File: config.mk
export PLATFORM = sky130hd
export DESIGN_NAME = uart_flag_regs
export DESIGN_NICKNAME = d
export VERILOG_FILES = /design/src/rtl/uart_regs_pkg.sv /design/src/rtl/uart_flag_cell.sv /design/src/rtl/uart_seq_tracker.sv /design/src/rtl/uart_irq_combine.sv /design/src/rtl/uart_flag_regs.sv
export SDC_FILE = /design/constraint.sdc
export NUM_CORES = 1
export LEC_CHECK = 0
export BUFFER_PORTS_ARGS = -buffer_cell sky130_fd_sc_hd__buf_2
export CORE_ASPECT_RATIO = 0.6
export CORE_MARGIN = 3
export CORE_UTILIZATION = 52
export DETAILED_ROUTE_END_ITERATION = 7
export PLACE_DENSITY_LB_ADDON = 0.1
export REMOVE_ABC_BUFFERS = 1
export SYNTH_ARGS = -nofsm -noshare
export SYNTH_HDL_FRONTEND = slang
export SYNTH_HIERARCHICAL = 1
export SYNTH_SLANG_ARGS = --single-unit
File: constraint.sdc
create_clock -name clk -period 2.61 [get_ports clk]
set_input_delay 0.3915 -clock clk [delete_from_list [all_inputs] [get_ports clk]]
set_output_delay 0.3915 -clock clk [all_outputs]
set_load 0.02 [all_outputs]
File: src/rtl/uart_regs_pkg.sv
`timescale 1ns/1ps
package uart_regs_pkg;
  localparam int unsigned DATA_W = 8;
  localparam int unsigned ADDR_W = 3;
  localparam int unsigned NFLAG  = 8;
  localparam int unsigned NLIN   = 3;
  localparam int unsigned NIRQ   = 8;

  typedef enum logic [ADDR_W-1:0] {
    A_STAT   = 3'd0,
    A_DATA   = 3'd1,
    A_CFGA   = 3'd2,
    A_CFGB   = 3'd3,
    A_LINBRK = 3'd4,
    A_LINHDR = 3'd5
  } reg_addr_e;

  // status bit positions
  localparam int unsigned ST_PE   = 0;
  localparam int unsigned ST_FE   = 1;
  localparam int unsigned ST_NE   = 2;
  localparam int unsigned ST_OVR  = 3;
  localparam int unsigned ST_IDLE = 4;
  localparam int unsigned ST_RXNE = 5;
  localparam int unsigned ST_TC   = 6;
  localparam int unsigned ST_TXE  = 7;
  localparam int unsigned NERR    = 5;

  localparam logic [NFLAG-1:0] STAT_RST = 8'hC0;
endpackage

File: src/rtl/uart_flag_cell.sv
`timescale 1ns/1ps
module uart_flag_cell #(
  parameter logic RST_VAL = 1'b0
) (
  input  logic clk,
  input  logic rst_n,
  input  logic set_i,
  input  logic clr_i,
  output logic q_o
);
  always_ff @(posedge clk or negedge rst_n) begin
    if (!rst_n)     q_o <= RST_VAL;
    else if (set_i) q_o <= 1'b1;
    else if (clr_i) q_o <= 1'b0;
  end

  // a set pulse always leaves the flag high
  p_set_wins_r11: assert property (@(posedge clk) disable iff (!rst_n)
    set_i |=> q_o);
endmodule

File: src/rtl/uart_seq_tracker.sv
`timescale 1ns/1ps
module uart_seq_tracker (
  input  logic clk,
  input  logic rst_n,
  input  logic rd_i,
  input  logic wr_i,
  input  logic is_stat_i,
  input  logic is_data_i,
  output logic clr_err_o,
  output logic clr_tc_o
);
  logic armed_q;

  always_ff @(posedge clk or negedge rst_n) begin
    if (!rst_n)                  armed_q <= 1'b0;
    else if (rd_i && is_stat_i)  armed_q <= 1'b1;
    else if (rd_i || wr_i)       armed_q <= 1'b0;
  end

  assign clr_err_o = armed_q && rd_i && is_data_i;
  assign clr_tc_o  = armed_q && wr_i && is_data_i;

  // an access that is not a status access leaves nothing armed
  p_disarm_r5: assert property (@(posedge clk) disable iff (!rst_n)
    ((rd_i || wr_i) && !is_stat_i) |=> (!clr_err_o && !clr_tc_o));
endmodule

File: src/rtl/uart_irq_combine.sv
`timescale 1ns/1ps
module uart_irq_combine #(
  parameter int unsigned N = 8
) (
  input  logic         clk,
  input  logic         rst_n,
  input  logic [N-1:0] flags_i,
  input  logic [N-1:0] en_i,
  output logic         irq_o
);
  logic [N-1:0] hit;

  for (genvar i = 0; i < N; i++) begin : g_src
    assign hit[i] = flags_i[i] & en_i[i];
  end

  assign irq_o = |hit;

  // with every enable low the line stays quiet
  p_irq_quiet_r10: assert property (@(posedge clk) disable iff (!rst_n)
    (en_i == '0) |-> !irq_o);
endmodule

File: src/rtl/uart_flag_regs.sv
`timescale 1ns/1ps
module uart_flag_regs
  import uart_regs_pkg::*;
(
  input  logic                 clk,
  input  logic                 rst_n,
  input  logic [ADDR_W-1:0]    bus_addr,
  input  logic                 bus_rd,
  input  logic                 bus_wr,
  input  logic [DATA_W-1:0]    bus_wdata,
  output logic [DATA_W-1:0]    bus_rdata,
  input  logic                 ev_rx_done,
  input  logic [DATA_W-1:0]    ev_rx_byte,
  input  logic                 ev_rx_bit8,
  input  logic                 ev_parity_err,
  input  logic                 ev_frame_err,
  input  logic                 ev_noise_err,
  input  logic                 ev_overrun,
  input  logic                 ev_idle_line,
  input  logic                 ev_tx_drained,
  input  logic                 ev_break_sent,
  input  logic                 ev_lin_break,
  input  logic                 ev_lin_header,
  input  logic                 ev_lin_sync,
  output logic                 tx_valid,
  input  logic                 tx_ready,
  output logic [DATA_W-1:0]    tx_byte,
  output logic                 tx_bit8,
  output logic [NFLAG-1:0]     status_flags,
  output logic [NLIN-1:0]      lin_flags,
  output logic                 send_break,
  output logic                 irq
);
  // access decode
  logic is_stat, is_data, is_cfga, is_cfgb, is_linbrk, is_linhdr;
  assign is_stat   = (bus_addr == A_STAT);
  assign is_data   = (bus_addr == A_DATA);
  assign is_cfga   = (bus_addr == A_CFGA);
  assign is_cfgb   = (bus_addr == A_CFGB);
  assign is_linbrk = (bus_addr == A_LINBRK);
  assign is_linhdr = (bus_addr == A_LINHDR);

  logic data_rd, data_wr, tx_hs;
  assign data_rd = bus_rd && is_data;
  assign data_wr = bus_wr && is_data;

  logic clr_err, clr_tc;
  uart_seq_tracker u_seq (
    .clk       (clk),
    .rst_n     (rst_n),
    .rd_i      (bus_rd),
    .wr_i      (bus_wr),
    .is_stat_i (is_stat),
    .is_data_i (is_data),
    .clr_err_o (clr_err),
    .clr_tc_o  (clr_tc)
  );

  // status flags
  logic [NFLAG-1:0] st_set, st_clr, stat_q;

  always_comb begin
    st_set          = '0;
    st_set[ST_PE]   = ev_parity_err;
    st_set[ST_FE]   = ev_frame_err;
    st_set[ST_NE]   = ev_noise_err;
    st_set[ST_OVR]  = ev_overrun;
    st_set[ST_IDLE] = ev_idle_line;
    st_set[ST_RXNE] = ev_rx_done;
    st_set[ST_TC]   = ev_tx_drained;
    st_set[ST_TXE]  = tx_hs && !data_wr;

    st_clr              = '0;
    st_clr[NERR-1:0]    = {NERR{clr_err}};
    st_clr[ST_RXNE]     = data_rd || (bus_wr && is_stat && !bus_wdata[ST_RXNE]);
    st_clr[ST_TC]       = clr_tc;
    st_clr[ST_TXE]      = data_wr;
  end

  for (genvar i = 0; i < NFLAG; i++) begin : g_stat
    uart_flag_cell #(.RST_VAL(STAT_RST[i])) u_cell (
      .clk   (clk),
      .rst_n (rst_n),
      .set_i (st_set[i]),
      .clr_i (st_clr[i]),
      .q_o   (stat_q[i])
    );
  end

  // LIN flags: index 0 break, 1 header, 2 sync
  logic [NLIN-1:0] lin_set, lin_clr, lin_q;
  assign lin_set = {ev_lin_sync, ev_lin_header, ev_lin_break};
  assign lin_clr = {bus_wr && is_linhdr && !bus_wdata[1],
                    bus_wr && is_linhdr && !bus_wdata[0],
                    bus_wr && is_linbrk && !bus_wdata[4]};

  for (genvar j = 0; j < NLIN; j++) begin : g_lin
    uart_flag_cell #(.RST_VAL(1'b0)) u_cell (
      .clk   (clk),
      .rst_n (rst_n),
      .set_i (lin_set[j]),
      .clr_i (lin_clr[j]),
      .q_o   (lin_q[j])
    );
  end

  // break request: software sets, engine clears
  logic brk_q;
  uart_flag_cell #(.RST_VAL(1'b0)) u_brk (
    .clk   (clk),
    .rst_n (rst_n),
    .set_i (bus_wr && is_cfgb && bus_wdata[0]),
    .clr_i (ev_break_sent),
    .q_o   (brk_q)
  );

  // configuration and data holding registers
  logic              t8_q, pe_ie_q, txe_ie_q, tc_ie_q, rxne_ie_q, idle_ie_q;
  logic              lbk_ie_q, lhd_ie_q, rx_b8_q, tx_b8_q;
  logic [DATA_W-1:0] rx_byte_q, tx_byte_q;

  always_ff @(posedge clk or negedge rst_n) begin
    if (!rst_n) begin
      t8_q      <= 1'b0;
      pe_ie_q   <= 1'b0;
      txe_ie_q  <= 1'b0;
      tc_ie_q   <= 1'b0;
      rxne_ie_q <= 1'b0;
      idle_ie_q <= 1'b0;
      lbk_ie_q  <= 1'b0;
      lhd_ie_q  <= 1'b0;
      rx_b8_q   <= 1'b0;
      tx_b8_q   <= 1'b0;
      rx_byte_q <= '0;
      tx_byte_q <= '0;
    end else begin
      if (bus_wr && is_cfga) begin
        t8_q    <= bus_wdata[6];
        pe_ie_q <= bus_wdata[0];
      end
      if (bus_wr && is_cfgb) begin
        txe_ie_q  <= bus_wdata[7];
        tc_ie_q   <= bus_wdata[6];
        rxne_ie_q <= bus_wdata[5];
        idle_ie_q <= bus_wdata[4];
      end
      if (bus_wr && is_linbrk) lbk_ie_q <= bus_wdata[5];
      if (bus_wr && is_linhdr) lhd_ie_q <= bus_wdata[6];
      if (ev_rx_done) begin
        rx_byte_q <= ev_rx_byte;
        rx_b8_q   <= ev_rx_bit8;
      end
      if (data_wr) begin
        tx_byte_q <= bus_wdata;
        tx_b8_q   <= t8_q;
      end
    end
  end

  // read mux
  always_comb begin
    bus_rdata = '0;
    case (bus_addr)
      A_STAT:   bus_rdata = stat_q;
      A_DATA:   bus_rdata = rx_byte_q;
      A_CFGA:   bus_rdata = {rx_b8_q, t8_q, 5'b0, pe_ie_q};
      A_CFGB:   bus_rdata = {txe_ie_q, tc_ie_q, rxne_ie_q, idle_ie_q, 3'b0, brk_q};
      A_LINBRK: bus_rdata = {2'b0, lbk_ie_q, lin_q[0], 4'b0};
      A_LINHDR: bus_rdata = {1'b0, lhd_ie_q, 4'b0, lin_q[2], lin_q[1]};
      default:  bus_rdata = '0;
    endcase
  end

  // interrupt sources
  logic [NIRQ-1:0] irq_flags, irq_en;
  assign irq_flags = {stat_q[ST_PE], stat_q[ST_TXE], stat_q[ST_TC], stat_q[ST_RXNE],
                      stat_q[ST_OVR], stat_q[ST_IDLE], lin_q[0], lin_q[1]};
  assign irq_en    = {pe_ie_q, txe_ie_q, tc_ie_q, rxne_ie_q,
                      rxne_ie_q, idle_ie_q, lbk_ie_q, lhd_ie_q};

  uart_irq_combine #(.N(NIRQ)) u_irq (
    .clk     (clk),
    .rst_n   (rst_n),
    .flags_i (irq_flags),
    .en_i    (irq_en),
    .irq_o   (irq)
  );

  assign tx_valid     = !stat_q[ST_TXE];
  assign tx_hs        = tx_valid && tx_ready;
  assign tx_byte      = tx_byte_q;
  assign tx_bit8      = tx_b8_q;
  assign status_flags = stat_q;
  assign lin_flags    = lin_q;
  assign send_break   = brk_q;

  // an error flag falls only after a data read
  p_err_clear_seq_r4: assert property (@(posedge clk) disable iff (!rst_n)
    $fell(stat_q[ST_PE]) |-> $past(bus_rd && (bus_addr == A_DATA)));

  // transmit-empty falls only after a data write
  p_txe_clear_r7: assert property (@(posedge clk) disable iff (!rst_n)
    $fell(stat_q[ST_TXE]) |-> $past(bus_wr && (bus_addr == A_DATA)));

  // stalled stream holds its payload
  p_tx_hold_r7: assert property (@(posedge clk) disable iff (!rst_n)
    (tx_valid && !tx_ready && !data_wr) |=> (tx_valid && $stable(tx_byte) && $stable(tx_bit8)));

  // break request drops only on the engine's pulse
  p_brk_clear_r8: assert property (@(posedge clk) disable iff (!rst_n)
    $fell(send_break) |-> $past(ev_break_sent));
endmodule

* Yosys cells after proc, flatten, opt, wreduce, memory -nomap -nowiden *
Cells that the tools add are included.

cells by class
  bitwise operators = 8
  muxes and demuxes = 23
  reduce and logical (&&, ||, !) cells = 42
  equal/unequal tests = 5

operator list
  kind                                                 count
  one-hot mux 8 bit (6 select lines)                   1
  nonzero test 2 bit                                   13
  two-way mux 1 bit                                    22
  logical AND 1 bit                                    19
  AND 1 bit                                            8
  OR reduction 8 bit                                   1
  equality test 3 x 2 -> 1 bit, second input constant  2
  equality test 3 bit, second input constant           2
  zero test 1 bit                                      6
  equality test 3 x 1 -> 1 bit, second input constant  1
  zero test 3 bit                                      1
  logical OR 1 bit                                     2

storage, ports and cells
  register bits = 39
  output and inout bits = 31
  input port bits = 36
  logic and storage cells = 103

* Depth between registers and ports, before layout *
  word-level depth = 6
  gate-level depth with buffers = 6
  depth with buffers taken out = 5

* Cells and area by module *
The synthesis kept the hierarchy.

modules (own cells, without submodules)
  module                                  sequential area each (um^2)  times used  area an instance (um^2)  cells an instance
  uart_flag_regs                          650.6                        1           1,302.5                  104
  uart_flag_cell at g_lin[0].u_cell ...   25.0                         10          36.3                     3
  uart_flag_cell at g_stat[6].u_cell ...  26.3                         2           37.5                     3
  uart_seq_tracker                        25.0                         1           57.6                     6
  uart_irq_combine                        0.0                          1           36.3                     5

* Worst setup path before layout *
OpenSTA, ideal clock, no wires.

  kind = input port to output port
  from = input bus_addr[0]
  to = output bus_rdata[0]
  buffers on the path = 2
  path slack = 567 ps
  data arrival time = 1,652 ps
  data required time = 2,219 ps
  cell stages on the path = 4
  cell sequence = buf_2 > buf_4 > mux2i_1 > o311ai_0

between the ends
  longest elaborated chain between the ends = 2
  elaborated cells between the ends (all ways) = 7
  classes of those cells = 5 x eq/ne; 1 x mux; 1 x reduce/logical

ends and longest elaborated chain
  element                                      RTL line               source
  start: declaration                           uart_flag_regs.sv:7    input logic [ADDR_W-1:0] bus_addr,
  equality test 3 bit (tied with other cells)  uart_flag_regs.sv:163  case (bus_addr)
  one-hot mux 8 bit (6 select lines) *         uart_flag_regs.sv:163
  end: declaration                             uart_flag_regs.sv:11   output logic [DATA_W-1:0] bus_rdata,

Every way passes the cells marked *; elsewhere a longest branch is shown, timed or not.

* Final worst setup path *
  from = input bus_addr[0]
  to = output bus_rdata[4]

between the ends
  longest elaborated chain between the ends = 2
  elaborated cells between the ends (all ways) = 7
  classes of those cells = 5 x eq/ne; 1 x mux; 1 x reduce/logical

ends and longest elaborated chain
  element                             RTL line               source
  equality test 3 x 1 -> 1 bit        n/a
  via is_data                         uart_flag_regs.sv:35   logic is_stat, is_data, is_cfga, is_cfgb, is_linbrk, is_linhdr;
  one-hot mux 8 bit (6 select lines)  uart_flag_regs.sv:163

The timed path passes the listed nets, and every way through them passes these cells.

==> metrics.md <==
| Metric | Value |
|---|---|
| Pwr Density | 663 nW/um2 |
| Setup TNS | 0 ps |
| CTS resizes | 0 |
| Clk buf depth | 2 |
| Largest net degree at the start of global routing | 40 |
| Max VDD drop | 439 uV |
| Htree depth | 2 |
| Min Tclk post-route | 1940 ps |
| Via count of the first global-routing pass | around 1400 |
| DIE WIDTH | 82.7 um |
| Final period util | 0.745 |
| Fmax | 0.514 GHz |
| Slew Limit Fails | 0 |
| Detail Route Antenna Nets | 0 |
| Cells after Synth | about 150 |
| Antenna diode count | 0 |
| PortBufs | 66 |
| Netlist Area Pre-Place | 1830 um2 |
| Max Cap Viol | 0 |
| Worst reg2reg setup slack | between 1500 and 2000 ps |
| Vias | 1429 |
| Fin nets | 255 |
| Hold slack | between 200 and 250 ps |
| Asr flop ratio synth | 1.00 |
| Hold Violations, Final | 0 |
| I/O pins | 67 |
| Critical R2R Capture | g_stat[1].u_cell/q_o |
| DRT iter0 DRCs | 45 |
| Avg Vias per Cell | between 5 and 6 |
| Die height | approximately 52 um |
| DR pass1 iterations | 4 |
| Post-synth EDFFs | 0 |
| Core area | 3320 um2 |
| Min-delay worst type | in2async |
| Leak pwr | 0.00105 uW |
| Fillers | 277 |
| Critical path origin | bus_addr[0] |
| Synth Area per Inst | 12.1 um2 |
| Yosys cell types | 37 |
| CTS tree | yes |
| Final instance count without filler cells | around 270 |
| Crit. End Element | output pin |
| Most common cell after layout, fill and taps aside | buf_2 |
| Initial antenna violation count | 0 |
| First-pass GRT wire length | roughly 6.7 mm |
| Die Area | 4300 um2 |
| GRT Overall Usage | 0.212 |
| Num CTS Buffers | 5 |
| Launching element type of the critical path | input port |
| Crit Reg-Reg Startpoint | u_seq/armed_q |
| Initial Utilization | 0.552 |
| R2R cell count | 3 |
| Setup repair bufs after CTS | 0 |
| Tightest Pin Transition | approximately 850 ps |
| Design area | 2280 um2 |
| GPL Wtd Cong | 0.916 |
| CTS clk-pin slew, worst paths | around 80 ps |
| HPWL reported at the end of detailed placement | 3.23 mm |
| Final WL | roughly 4.2 mm |
| Drt drc | 0 |
| RSZ-0062 raised after global routing | no |
| Area Growth Syn to Fin | 24.3% |
| Prevailing post-synth register cell | dfrtp_1 |
| Core Rows | 16 |
| # clock sinks | 39 |
| Layout cells sized above 1 | 0.450 |
| Headroom to the max-slew limit | 0.434 |
| Placed cells | approximately 260 |
| Multi-input gate area | about 760 um2 |
| Crit path max fanout | 16 |
| Commonest cells after routing, fill and taps aside | buf_2, dfrtp_1, mux2_2, inv_1, a21o_1 |
| Status | complete, no violations |
| Final setup vio count | 0 |
| Register bit count reported by yosys | 39 |
| Area after DPL | 2190 um2 |
| Root buffer cell | clkbuf_8 |
| Register area | 978 um2 |
| Clock Skew | 2.86 ps |
| Register area share after synthesis | 0.533 |
| Synth warnings | 6 |
| GRT overflow | 0 |
| Avg WL per Cell | about 16 um |
| CP Class | in2out |
| Worst EP arrival | 1550 ps |
| Required time of the critical path | about 2200 ps |
| Hold-fix buffers, CTS | 0 |
| Latest clock arrival within the worst-skew pair | between 200 and 300 ps |
==> per-layer routing <==
metal	global-route usage	share of wire	vias to the layer above
met4	0.0679	0.010	0
li1	-	-	674
met5	0	0	-
met1	0.298	0.45	692
met2	0.316	0.46	56
met3	0.0588	0.084	7
==> kinds of logic (layout without fill, tap and decap cells) <==
group | Yosys count | in the layout | synth area share
DFF | 39 | 39 | 0.533
AOI/OAI and AO/OA | 32 | 32 | 0.134
and+or+nand+nor | 30 | 30 | 0.0982
muxes | 29 | 29 | 0.183
buffers and inverters | 21 | 90 | 0.0512
==> metrics by stage <==
stage	setup slack, ps	total power (uW)	util
6_report	666	1510	0.686
5_1_grt	551	1590	0.686
4_1_cts	672	1530	0.686
3_5_place_dp	674	1130	0.659
3_3_place_gp	707	1110	0.659
2_1_floorplan	822	967	-
==> critical path, cell delays in order <==
cell      delay (ps)
buf_2            290
nand2b_1         140
nor2_1           350
a221o_1          210
buf_2            160
==> worst max-delay path by stage <==
stage	endpoint	slack (ps)	depth (start not counted)
floorplan	bus_rdata[0]	820	2
global placement	bus_rdata[7]	710	4
detailed placement	bus_rdata[7]	670	4
CTS	bus_rdata[7]	670	4
global route	bus_rdata[5]	550	5
finish	bus_rdata[4]	670	5
==> Yosys cell counts, types with 2 or more instances <==
master	count	area, um2
a32o_1	3	30.0
dfrtp_1	37	926
a221o_1	2	20.0
a22oi_1	5	37.5
nor2_1	8	30.0
a21o_1	12	90.1
mux2i_1	2	20.0
a21oi_1	2	10.0
nand2b_1	3	18.8
o21ai_0	3	15.0
a22o_1	2	17.5
inv_1	15	56.3
mux2_2	17	191
mux2_1	9	101
nand2_1	3	11.3
and3b_1	3	26.3
and3_1	2	12.5
dfstp_2	2	52.6
buf_2	3	15.0
==> power breakdown <==
group	switching (uW)	internal (uW)	leakage (uW)	total [uW]
clock network	214	186	0.0000402	400
logic	195	157	0.000576	352
registers	64.0	695	0.000439	759
==> layout make-up <==
type	count	area share
Tap cell	45	0.0247
Clock buffer	5	0.0302
Inverter	15	0.0247
Clock inverter	3	0.00878
Timing Repair Buffer	67	0.148
Sequential cell	39	0.429
Multi-Input combinational cell	91	0.334
==> sequential cells by signal, indices dropped and copies added, names as in the netlist <==
| name | cells |
|---|---|
| g_lin.u_cell/q_o | 3 |
| g_stat.u_cell/q_o | 8 |
| idle_ie_q | 1 |
| lbk_ie_q | 1 |
| lhd_ie_q | 1 |
| pe_ie_q | 1 |
| rx_b8_q | 1 |
| rx_byte_q | 8 |
| rxne_ie_q | 1 |
| t8_q | 1 |
| tc_ie_q | 1 |
| tx_bit8 | 1 |
| tx_byte | 8 |
| txe_ie_q | 1 |
| u_brk/q_o | 1 |
| u_seq/armed_q | 1 |
(Power assumes the default switching activity.)
